--- src/rtl/rrs_pkg.sv ---
package rrs_pkg;
  localparam int XLEN   = 32;
  localparam int BYTE_W = 8;
  localparam int HALF_W = 16;
  localparam int OP_W   = 4;
  localparam int SIZE_W = 2;
  localparam int CNT_W  = $clog2(XLEN) + 1;

  typedef enum logic [OP_W-1:0] {
    OP_ADD  = 4'd0,
    OP_SUB  = 4'd1,
    OP_CMP  = 4'd2,
    OP_AND  = 4'd3,
    OP_OR   = 4'd4,
    OP_NEG  = 4'd5,
    OP_ASR  = 4'd6,
    OP_LSR  = 4'd7,
    OP_LSL  = 4'd8,
    OP_MOVE = 4'd9
  } rrs_op_e;

  typedef enum logic [SIZE_W-1:0] {
    SZ_BYTE  = 2'd0,
    SZ_WORD  = 2'd1,
    SZ_DWORD = 2'd2,
    SZ_DALT  = 2'd3
  } rrs_size_e;

  function automatic logic [XLEN-1:0] size_mask(input rrs_size_e s);
    case (s)
      SZ_BYTE: return {{(XLEN-BYTE_W){1'b0}}, {BYTE_W{1'b1}}};
      SZ_WORD: return {{(XLEN-HALF_W){1'b0}}, {HALF_W{1'b1}}};
      default: return {XLEN{1'b1}};
    endcase
  endfunction

  function automatic logic [XLEN-1:0] zext_sz(input logic [XLEN-1:0] v, input rrs_size_e s);
    return v & size_mask(s);
  endfunction

  function automatic logic [XLEN-1:0] sext_sz(input logic [XLEN-1:0] v, input rrs_size_e s);
    case (s)
      SZ_BYTE: return {{(XLEN-BYTE_W){v[BYTE_W-1]}}, v[BYTE_W-1:0]};
      SZ_WORD: return {{(XLEN-HALF_W){v[HALF_W-1]}}, v[HALF_W-1:0]};
      default: return v;
    endcase
  endfunction

  function automatic logic msb_sz(input logic [XLEN-1:0] v, input rrs_size_e s);
    case (s)
      SZ_BYTE: return v[BYTE_W-1];
      SZ_WORD: return v[HALF_W-1];
      default: return v[XLEN-1];
    endcase
  endfunction

  function automatic logic [XLEN-1:0] merge_sz(input logic [XLEN-1:0] dst,
                                              input logic [XLEN-1:0] r,
                                              input rrs_size_e s);
    logic [XLEN-1:0] m;
    m = size_mask(s);
    return (dst & ~m) | (r & m);
  endfunction

  function automatic logic op_known(input logic [OP_W-1:0] code);
    return code <= OP_W'(OP_MOVE);
  endfunction
endpackage

--- src/rtl/rrs_addsub.sv ---
module rrs_addsub
  import rrs_pkg::*;
(
  input  logic [XLEN-1:0] a,
  input  logic [XLEN-1:0] b,
  input  rrs_op_e         op,
  input  rrs_size_e       size,
  output logic [XLEN-1:0] res,
  output logic            ovf,
  output logic            cry
);
  logic [XLEN-1:0] x, y;
  logic [XLEN:0]   sum, dif;
  logic            is_sub, carry_out, sx, sy, sr;

  always_comb begin
    is_sub = (op == OP_SUB) || (op == OP_CMP) || (op == OP_NEG);
    x      = (op == OP_NEG) ? '0 : zext_sz(a, size);
    y      = zext_sz(b, size);
    sum    = {1'b0, x} + {1'b0, y};
    dif    = {1'b0, x} - {1'b0, y};
    res    = zext_sz(is_sub ? dif[XLEN-1:0] : sum[XLEN-1:0], size);
    case (size)
      SZ_BYTE: carry_out = sum[BYTE_W];
      SZ_WORD: carry_out = sum[HALF_W];
      default: carry_out = sum[XLEN];
    endcase
    // masked operands: a negative difference always sets the top bit
    cry = is_sub ? dif[XLEN] : carry_out;
    sx  = msb_sz(x, size);
    sy  = msb_sz(y, size);
    sr  = msb_sz(res, size);
    ovf = is_sub ? ((sx != sy) && (sr != sx)) : ((sx == sy) && (sr != sx));
  end
endmodule

--- src/rtl/rrs_logic.sv ---
module rrs_logic
  import rrs_pkg::*;
(
  input  logic [XLEN-1:0] a,
  input  logic [XLEN-1:0] b,
  input  rrs_op_e         op,
  input  rrs_size_e       size,
  output logic [XLEN-1:0] res
);
  always_comb begin
    case (op)
      OP_AND:  res = zext_sz(a & b, size);
      OP_OR:   res = zext_sz(a | b, size);
      default: res = zext_sz(b, size);
    endcase
  end
endmodule

--- src/rtl/rrs_shift.sv ---
module rrs_shift
  import rrs_pkg::*;
(
  input  logic [XLEN-1:0]  a,
  input  logic [CNT_W-1:0] cnt,
  input  rrs_op_e          op,
  input  rrs_size_e        size,
  output logic [XLEN-1:0]  res
);
  localparam int SH_W = CNT_W - 1;
  logic [SH_W-1:0] asr_cnt;
  logic            big;
  logic [XLEN-1:0] sx, zx, raw;

  always_comb begin
    big     = cnt[CNT_W-1];
    asr_cnt = big ? {SH_W{1'b1}} : cnt[SH_W-1:0];
    sx      = sext_sz(a, size);
    zx      = zext_sz(a, size);
    case (op)
      OP_ASR:  raw = XLEN'($signed(sx) >>> asr_cnt);
      OP_LSR:  raw = big ? '0 : (zx >> cnt[SH_W-1:0]);
      default: raw = big ? '0 : (zx << cnt[SH_W-1:0]);
    endcase
    res = zext_sz(raw, size);
  end
endmodule

--- src/rtl/rrs_alu.sv ---
module rrs_alu
  import rrs_pkg::*;
(
  input  logic              clk,
  input  logic              rst_n,
  input  logic              op_valid,
  input  logic [OP_W-1:0]   op_code,
  input  logic [SIZE_W-1:0] op_size,
  input  logic [XLEN-1:0]   dst_val,
  input  logic [XLEN-1:0]   src_val,
  output logic              res_valid,
  output logic              res_wen,
  output logic [XLEN-1:0]   res_val,
  output logic              flag_n,
  output logic              flag_z,
  output logic              flag_v,
  output logic              flag_c
);
  rrs_op_e   op;
  rrs_size_e sz;
  assign op = rrs_op_e'(op_code);
  assign sz = rrs_size_e'(op_size);

  // named internal events
  logic            known, is_arith, is_shift, writes;
  logic [XLEN-1:0] arith_res, logic_res, shift_res, sized_res, next_val;
  logic            arith_v, arith_c, next_n, next_z, next_v, next_c;

  rrs_addsub u_addsub (
    .a(dst_val), .b(src_val), .op(op), .size(sz),
    .res(arith_res), .ovf(arith_v), .cry(arith_c)
  );

  rrs_logic u_logic (
    .a(dst_val), .b(src_val), .op(op), .size(sz), .res(logic_res)
  );

  rrs_shift u_shift (
    .a(dst_val), .cnt(src_val[CNT_W-1:0]), .op(op), .size(sz), .res(shift_res)
  );

  always_comb begin
    known    = op_known(op_code);
    is_arith = known && (op == OP_ADD || op == OP_SUB || op == OP_CMP || op == OP_NEG);
    is_shift = known && (op == OP_ASR || op == OP_LSR || op == OP_LSL);
    writes   = known && (op != OP_CMP);
    if (is_arith)      sized_res = arith_res;
    else if (is_shift) sized_res = shift_res;
    else               sized_res = logic_res;
    next_val = writes ? merge_sz(dst_val, sized_res, sz) : dst_val;
    next_n   = known && msb_sz(sized_res, sz);
    next_z   = known && (sized_res == '0);
    next_v   = is_arith && arith_v;
    next_c   = is_arith && arith_c;
  end

  always_ff @(posedge clk or negedge rst_n) begin
    if (!rst_n) begin
      res_valid <= 1'b0;
      res_wen   <= 1'b0;
      res_val   <= '0;
      flag_n    <= 1'b0;
      flag_z    <= 1'b0;
      flag_v    <= 1'b0;
      flag_c    <= 1'b0;
    end else begin
      res_valid <= op_valid;
      res_wen   <= op_valid && writes;
      if (op_valid) begin
        res_val <= next_val;
        flag_n  <= next_n;
        flag_z  <= next_z;
        flag_v  <= next_v;
        flag_c  <= next_c;
      end
    end
  end

  p_valid_follows_r1: assert property (@(posedge clk) disable iff (!rst_n)
    op_valid |=> res_valid);
  p_idle_no_write_r1: assert property (@(posedge clk) disable iff (!rst_n)
    !op_valid |=> (!res_valid && !res_wen));
  p_byte_upper_kept_r2: assert property (@(posedge clk) disable iff (!rst_n)
    (op_valid && op_size == 2'd0 && op_known(op_code) && op_code != 4'd2)
      |=> (res_val[XLEN-1:BYTE_W] == $past(dst_val[XLEN-1:BYTE_W])));
  p_word_upper_kept_r2: assert property (@(posedge clk) disable iff (!rst_n)
    (op_valid && op_size == 2'd1 && op_known(op_code) && op_code != 4'd2)
      |=> (res_val[XLEN-1:HALF_W] == $past(dst_val[XLEN-1:HALF_W])));
  p_cmp_no_write_r4: assert property (@(posedge clk) disable iff (!rst_n)
    (op_valid && op_code == 4'd2) |=> (!res_wen && res_val == $past(dst_val)));
  p_logic_clears_vc_r6: assert property (@(posedge clk) disable iff (!rst_n)
    (op_valid && (op_code == 4'd3 || op_code == 4'd4 || op_code == 4'd9))
      |=> (!flag_v && !flag_c));
  p_shift_clears_vc_r8: assert property (@(posedge clk) disable iff (!rst_n)
    (op_valid && (op_code == 4'd6 || op_code == 4'd7 || op_code == 4'd8))
      |=> (!flag_v && !flag_c));
  p_byte_zero_flag_r9: assert property (@(posedge clk) disable iff (!rst_n)
    (op_valid && op_size == 2'd0 && op_known(op_code) && op_code != 4'd2)
      |=> (flag_z == (res_val[BYTE_W-1:0] == '0)));
  p_undef_inert_r10: assert property (@(posedge clk) disable iff (!rst_n)
    (op_valid && !op_known(op_code))
      |=> (!res_wen && res_val == $past(dst_val) && !flag_n && !flag_z && !flag_v && !flag_c));
endmodule

--- config.mk ---
export PLATFORM = sky130hd
export DESIGN_NAME = rrs_alu
export DESIGN_NICKNAME = d
export VERILOG_FILES = /design/src/rtl/rrs_pkg.sv /design/src/rtl/rrs_addsub.sv /design/src/rtl/rrs_logic.sv /design/src/rtl/rrs_shift.sv /design/src/rtl/rrs_alu.sv
export SDC_FILE = /design/constraint.sdc
export NUM_CORES = 1
export LEC_CHECK = 0
export ABC_AREA = 1
export BUFFER_PORTS_ARGS = -buffer_cell sky130_fd_sc_hd__buf_2
export CORE_MARGIN = 2
export CORE_UTILIZATION = 40
export DETAILED_ROUTE_END_ITERATION = 8
export SLEW_MARGIN = 20
export SYNTH_ARGS = -nofsm -noshare
export SYNTH_HDL_FRONTEND = slang
export SYNTH_SLANG_ARGS = --single-unit
--- constraint.sdc ---
create_clock -name clk -period 1.85 [get_ports clk]
set_input_delay 0.0925 -clock clk [delete_from_list [all_inputs] [get_ports clk]]
set_output_delay 0.0925 -clock clk [all_outputs]
set_load 0.01 [all_outputs]
==> flow_summary.toml, run 1 <==
[outcome]
outcome = "did not finish"
lastStage = "global routing"
tool.error = "[ERROR GRT-0232] Routing congestion too high. Check the congestion heatmap in the GUI."

[logic_synthesis]
yosys-top-cells-count = "881 x nand2_1, 507 x nand3_1, 246 x nor2_1, 227 x inv_1, 171 x a21oi_1"
synth_warnings = 0
synth_cells = 2767
yosysTopAreaCellShare_pct = 23.9
synthMostInstantiatedCell = "nand2_1"
ys_types = 56
syn_nets = 2885
synth_edf_count = 0
synth_ff_type = "dfrtp_1"
synth_area_um2 = 13800
yosysTopAreaCell = "nand2_1"
seq_area_frac_synth_pct = 6.88
yosys-top-cells-area = "nand2_1 24%, nand3_1 18%, dfrtp_1 6.9%, nor2_1 6.7%, a21oi_1 6.2%"
synth_seq_cells = 38
synthArstFlopShare_pct = 100
synth.avg_cell_area_um2 = 5.00

[timing]
worst_endpoint_kind = "register data pin"
worst_endpoint = "res_val[21]$_DFFE_PN0P_/D"

[die]
die_h_um = 190
io_pins = 111
die_w_um = 190
rows = 68
initial_utilization_pct = 40.3

[global_routing]
globalRouteOverflowTotal = 6
grt_max_degree = 48
grt_util_all_layers_pct = 62.9

[placement]
dp_hpwl_mm = 73.3
io_buffers = 110
finalWeightedCongestion = 1.16
postPlaceCellArea_um2 = 20500

[clock_tree]
clock-sinks = 38
numCtsBuffers = 5
clk_path_buf_depth = 2
htreeDepth = 2
clockRootBuffer = "clkbuf_16"
[what timing repair did]
action	4_1_cts
hold endpoints to repair	38
pin swaps	163
setup endpoints to repair	36
gates cloned	1
setup buffers	40
hold buffers	1
gates resized for setup	503
[metal layers]
layer	overflow	GRT usage, %
met2	2	85.4
met4	4	60.0
met3	0	37.8
met1	0	65.4
met5	0	9.89
[through the flow]
stage               setup WS, ps  cells  utilization [%]
floorplan                   -621   2767                -
global placement           -1390   3876             59.7
detailed placement         -1330   3876             59.7
CTS                         -678   3923             66.9
[cell families after synthesis]
logic type,count (synthesis),share of synthesized area (%)
buffers and inverters,410,12.3
AO/OA/AOI/OAI,440,17.6
flip-flops,38,6.88
AND/OR/NAND/NOR,1830,58.9
adder cells (fa/ha/maj),45,4.07
XOR/XNOR,4,0.253
==> inputs of run 2 (changes only) <==
CORE_UTILIZATION = 25   (was 40)
PLACE_DENSITY_LB_ADDON = 0.15   (was default)
==> run 2 against run 1 <==
Compared with the run above:
- the flow now finishes, with violations (setup timing)
- synthesized cell count is the same
- synthesized area is the same
==> flow_summary.toml, run 2 <==
[power]
ir_worst_vdd_mv = 0.339
p_leak_nw = 13.0
p_sw_mw = 5.44
power-per-cell-area_nw_per_um2 = 409
seqPwrFrac_pct = 9.3
p_sw_share_pct = 50.9
p_comb_share_pct = 81.4
p_clk_share_pct = 9.3
p_int_mw = 5.23

[die]
io_pins = 111
die_w_um = 239
die_area_um2 = 57200
rows = 86
core_area_um2 = 54900
initial_utilization_pct = 25.2
die_h_um = 239

[timing]
final_max_slew_viol_count = 0
fmax_mhz = 378
hold_viol = 0
setup_viol = 36
setup_tns_ps = -20080
hold_ws_ps = 167
setup_ws_ps = -798
rsz0062_at_grt = "yes"
layout_min_cycle_time_ps = 2650
fin_skew_ps = 0
max-slew-margin-rel_pct = 65.4
finalCritPeriodShare_pct = 143
worst_pin_slew_ps = 515

[logic_synthesis]
synth_area_um2 = 13800
yosys-top-cells-count = "881 x nand2_1, 507 x nand3_1, 246 x nor2_1, 227 x inv_1, 171 x a21oi_1"
yosysTopAreaCellShare_pct = 23.9
synth_cells = 2767
yosysTopAreaCell = "nand2_1"
synth_warnings = 0
ys_types = 56
synth_edf_count = 0
seq_area_frac_synth_pct = 6.88
syn_nets = 2885
yosys-top-cells-area = "nand2_1 24%, nand3_1 18%, dfrtp_1 6.9%, nor2_1 6.7%, a21oi_1 6.2%"
synth_ff_type = "dfrtp_1"
synth.avg_cell_area_um2 = 5.00
synthArstFlopShare_pct = 100
synth_seq_cells = 38
synthMostInstantiatedCell = "nand2_1"

[outcome]
outcome = "finished, violations left"
violations = "setup timing"

[critical_path]
end_kind = "flip-flop"
critical_path_required_ps = 2080
cp_data_arrival_time_ps = 2880
critPathKind = "in2reg"
crit_fanout = 9
reg2reg_slack_ps = 1190
startpoint_type = "primary input"

[clock_tree]
numCtsBuffers = 5
cts_tree = "done"
clkLatencyLatePin_ps = 290
clk_path_buf_depth = 2
htreeDepth = 2
clockRootBuffer = "clkbuf_16"
clock-sinks = 38
clk_pin_slew_ps = 60

[cells_and_area]
fin_util_pct = 47.5
final_nets = 3728
drive_gt1_share_pct = 49.3
largest_register_ffs = 32
nFillCells = 5813
fin_area_um2 = 26100
area_delta_synth_final_pct = 88.6
instances_no_fill = 4320
mostFrequentLayoutCell = "buf_4"
layout_common_cells = "735 x buf_4, 687 x nand2_1, 370 x nand3_1"
largest_register = "res_val"

[placement]
finalWeightedCongestion = 1.03
dp_cells = 4210
io_buffers = 110
dp_hpwl_mm = 83.4
postPlaceCellArea_um2 = 21400

[routing]
vias = 22800
drcViolationCount = 0
drt_iter0_drc = 1655
viasPerCell = 5.28
first_pass_iters = 7
ant_nets = 0
drt-total-wl_mm = 102
avgRoutedWirePerCell_um = 23.5

[global_routing]
grt_pass1_wl_mm = 144
antenna_found_initial = 7
grt_max_degree = 48
globalRouteOverflowTotal = 0
grt_pass1_vias = 22500
grt_util_all_layers_pct = 34.4

[run]
drv_cap = 0

[hold_path]
min_path_type = "in2reg"
-- run 2: cell counts after synthesis --
No cell type changed its count.
-- run 2: what timing repair did --
action	CTS	global route
gates cloned	7	2
hold endpoints to repair	38	0
hold buffers	1	0
setup buffers	64	30
pin swaps	224	172
setup endpoints to repair	36	36
gates resized for setup	620	304
-- run 2: logic make-up after synthesis --
family	after synthesis	share of synthesized area [%]
fa+ha+maj	45	4.07
buf+inv	410	12.3
xor+xnor	4	0.253
flops	38	6.88
simple gates	1830	58.9
compound gates	440	17.6
-- run 2: worst paths after layout --
check / start / endpoint / depth (start not counted)
min in group asynchronous: rst_n / res_val[23] / 3
max in group asynchronous: rst_n / res_val[2] / 3
hold reg to reg: res_val[17] / res_val[17] / 2
setup / recovery: op_code[3] / flag_z / 26
hold / removal: op_valid / res_val[16] / 3
setup reg to reg: res_val[24] / res_val[24] / 2
-- run 2: power groups by stage --
stage	clock network [mW]	registers, mW	logic [mW]
2_1_floorplan	0	1.05	3.26
3_3_place_gp	0	1.00	6.94
3_5_place_dp	0	1.01	6.92
4_1_cts	1.01	0.994	8.02
5_1_grt	1.05	1.00	9.23
6_report	0.989	0.993	8.69
-- run 2: routing by layer --
metal	GRT usage (%)	part of all wire, %	up-vias
met5	0	0.014	-
met2	59.5	48	825
met3	4.59	5.7	254
met1	40.3	39	10800
li1	-	-	10900
met4	20.9	7.3	2
-- run 2: area by class of cell --
type                            count  area (µm²)  share of cell area, %
Clock buffer                        5         125                  0.480
Clock inverter                      3        40.0                  0.154
Multi-Input combinational cell   2320       14700                   56.4
Antenna cell                        5        12.5                 0.0480
Tap cell                          704         881                   3.38
Inverter                          259        1020                   3.90
Timing Repair Buffer              986        8330                   32.0
Sequential cell                    38         951                   3.65
-- run 2: worst max-delay path, stage by stage --
cell and delay (ps):
buf_8 110, buf_4 140, nor2_4 220, nand2_8 160, buf_12 160, buf_16 150, nand2_4 70, nand2_4 60
nand2_8 120, buf_6 130, nand2_8 60, nor3_4 200, nand2_2 90, nor3_2 110, nand2_1 110, nand2_1 70
nand2_1 50, nand2_2 60, nand2_2 70, nand3_4 110, nand2_4 80, inv_2 70, nand3_1 70, nor2_1 140
nand3_1 90, nand2_1 60
-- run 2: metrics by stage --
| stage | power [mW] | worst slack, ps |
|---|---|---|
| after floorplan | 4.31 | -621 |
| after global placement | 7.94 | -1600 |
| after detailed placement | 7.93 | -1600 |
| after CTS | 10.0 | -759 |
| after global routing | 11.3 | -902 |
| final | 10.7 | -798 |
Power figures use the tool's default switching activity.
==> inputs of run 3 (changes only) <==
ABC_AREA = default   (was 1)
CAP_MARGIN = 40   (was default)
==> run 3 against run 2 <==
Compared with the run above:
- the flow still finishes with violations (setup timing)
- setup slack got worse by 960 ps
- non-clock buffer count rose by 116
- combinational power rose by 2%
- design area decreased by 1.6%
- die area rose by 6.0%
- sequential power grew 4%
- critical endpoint unchanged
==> flow_summary.toml, run 3 <==
[outcome]
outcome = "finished, violations left"
violations = "setup timing"

[placement]
finalWeightedCongestion = 1.04
dp_hpwl_mm = 94.1
io_buffers = 110
place_ws_ps = -2650

[clock_tree]
cts_tree = "done"
numCtsBuffers = 5
htreeDepth = 2
clk_path_buf_depth = 2
clockRootBuffer = "clkbuf_16"
clkLatencyLatePin_ps = 290
clock-sinks = 38
clk_pin_slew_ps = 60

[critical_path]
r2r_end = "res_val[26]"
reg2reg_slack_ps = 1010
crit_start = "op_size[1]"
crit_path_end = "flag_z"
worstRegToRegCells = 2
cp_data_arrival_time_ps = 3810
startpoint_type = "primary input"
slowest_delay_ps = 320
critPathKind = "in2reg"
r2r-start = "res_val[26]"
crit_chain = "buf_8 -> or2_4 -> buf_12 -> buf_16 -> and3_4 -> ha_4 -> a21o_1 -> a31oi_4 -> nor4_2 -> buf_4 -> o211ai_1 -> nand4_1 -> buf_4 -> a311oi_2 -> a21oi_2 -> xnor2_1 -> a211oi_2 -> and3_1 -> nand4_1 -> o32ai_2"
critical_path_required_ps = 2050
crit_slowest_cell = "or2_4"
crit_fanout = 6
end_kind = "flip-flop"

[global_routing]
globalRouteOverflowTotal = 0
grt_pass1_wl_mm = 163
grt_util_all_layers_pct = 37.1
grt_pass1_vias = 22100
antenna_found_initial = 2
grt_max_degree = 32

[routing]
vias = 22800
drt-total-wl_mm = 115
viasPerCell = 5.96
ant_nets = 0
first_pass_iters = 6
drcViolationCount = 0
avgRoutedWirePerCell_um = 30.1
drt_iter0_drc = 2427

[logic_synthesis]
yosys-top-cells-area = "a21oi_1 6.8%, dfrtp_1 6.5%, nand2_1 5.7%, o21ai_0 5.4%, mux2i_1 4.9%"
synthArstFlopShare_pct = 100
yosysTopAreaCellShare_pct = 6.82
synth_area_um2 = 14700
synthMostInstantiatedCell = "nand2_1"
ys_types = 102
yosysTopAreaCell = "a21oi_1"
seq_area_frac_synth_pct = 6.48
synth_warnings = 0
synth_seq_cells = 38
syn_nets = 2302
synth_ff_type = "dfrtp_1"
synth_edf_count = 0
synth.avg_cell_area_um2 = 6.72
synth_cells = 2184
yosys-top-cells-count = "221 x nand2_1, 200 x a21oi_1, 175 x nor2_1, 157 x o21ai_0, 134 x clkbuf_1"

[cells_and_area]
multiInputGateArea_um2 = 14500
final_nets = 3174
mostFrequentLayoutCell = "buf_4"
seqCellArea_um2 = 951
nFillCells = 6044
area_delta_synth_final_pct = 75.0
largest_register_ffs = 32
antennaDiodeCount = 0
largest_register = "res_val"
layout_common_cells = "903 x buf_4, 196 x nand2_1, 161 x a21oi_1"
drive_gt1_share_pct = 50.5

[run]
drv_cap = 0

[die]
rows = 88
core_area_um2 = 57800
die_h_um = 246
die_w_um = 246
initial_utilization_pct = 25.4
die_area_um2 = 60600
io_pins = 111

[timing]
layout_min_cycle_time_ps = 3600
finalCritPeriodShare_pct = 195
setup_tns_ps = -47570
worst_pin_slew_ps = 825
rsz0062_at_grt = "yes"
fmax_mhz = 278
setup_viol = 36
max-slew-margin-rel_pct = 44.5
setup_ws_ps = -1750
final_max_slew_viol_count = 0
hold_viol = 0
fin_skew_ps = 0
hold_ws_ps = 223

[power]
total_power_mw = 10.8
power-per-cell-area_nw_per_um2 = 421
ir_worst_vdd_mv = 0.587
p_leak_nw = 11.4

[hold_path]
min_path_type = "in2async"
[run 3: logic make-up (layout without fill, tap and decap cells)]
family | count (synthesis) | count (layout) | synth area share (%)
adders and majority gates | 57 | 57 | 4.66
DFF | 38 | 38 | 6.48
buffers and inverters | 318 | 1191 | 9.33
AOI/OAI and AO/OA | 831 | 831 | 38.4
muxes | 159 | 159 | 14.0
xor gates and xnor gates | 41 | 41 | 2.45
and+or+nand+nor | 740 | 740 | 24.7
[run 3: layer usage]
| metal | vias to the layer above | global-route usage [%] | share of wire [%] |
|---|---|---|---|
| li1 | 10000 | - | - |
| met4 | 4 | 14.9 | 5.3 |
| met5 | - | 0 | 0.016 |
| met3 | 254 | 5.09 | 8.7 |
| met2 | 1264 | 57.4 | 43 |
| met1 | 11200 | 51.6 | 43 |
[run 3: critical path: cells and delay by family]
kind / cells / cell delay [ps]
AOI/OAI and AO/OA: 7 / 1460
xor gates and xnor gates: 1 / 140
adders and majority gates: 1 / 270
and+or+nand+nor: 6 / 1100
buffers and inverters: 5 / 730
[run 3: what timing repair did]
action                                  4_1_cts  5_1_grt
endpoints found under the setup margin       36       36
resized for setup                           345      120
buffers inserted                             79       18
cloned                                        3        1
pin swaps                                   151       92
hold endpoints to repair                     12        0
hold buffers                                  1        0
[run 3: per-stage QoR]
step | area (µm²) | utilization, % | cells
after floorplan | 15200 | - | 2184
after global placement | 22500 | 39.0 | 3721
after detailed placement | 22500 | 39.0 | 3721
after CTS | 24900 | 43.1 | 3802
after global routing | 25700 | 44.4 | 3822
final | 25700 | 44.4 | 3822
[run 3: layout make-up]
| type | instances | area share (%) |
|---|---|---|
| multi-input combinational | 1828 | 56.5 |
| clock inverter | 2 | 0.0488 |
| sequential | 38 | 3.71 |
| tap | 765 | 3.73 |
| clock buffer | 6 | 0.541 |
| inverter | 81 | 1.21 |
| timing repair buffer | 1102 | 34.3 |
[run 3: power by group]
part	switching, mW	internal (mW)	total (mW)
combinational	4.82	4.04	8.86
clock	0.367	0.534	0.901
sequential	0.0757	0.953	1.03
[run 3: worst min-delay path by stage]
| stage | to | slack [ps] | cells after the start |
|---|---|---|---|
| floorplan | flag_c | -200 | 0 |
| global placement | flag_c | 5 | 1 |
| detailed placement | res_val[19] | 8 | 1 |
| CTS | res_val[19] | 240 | 2 |
| global route | res_val[19] | 250 | 2 |
| finish | res_val[19] | 220 | 2 |
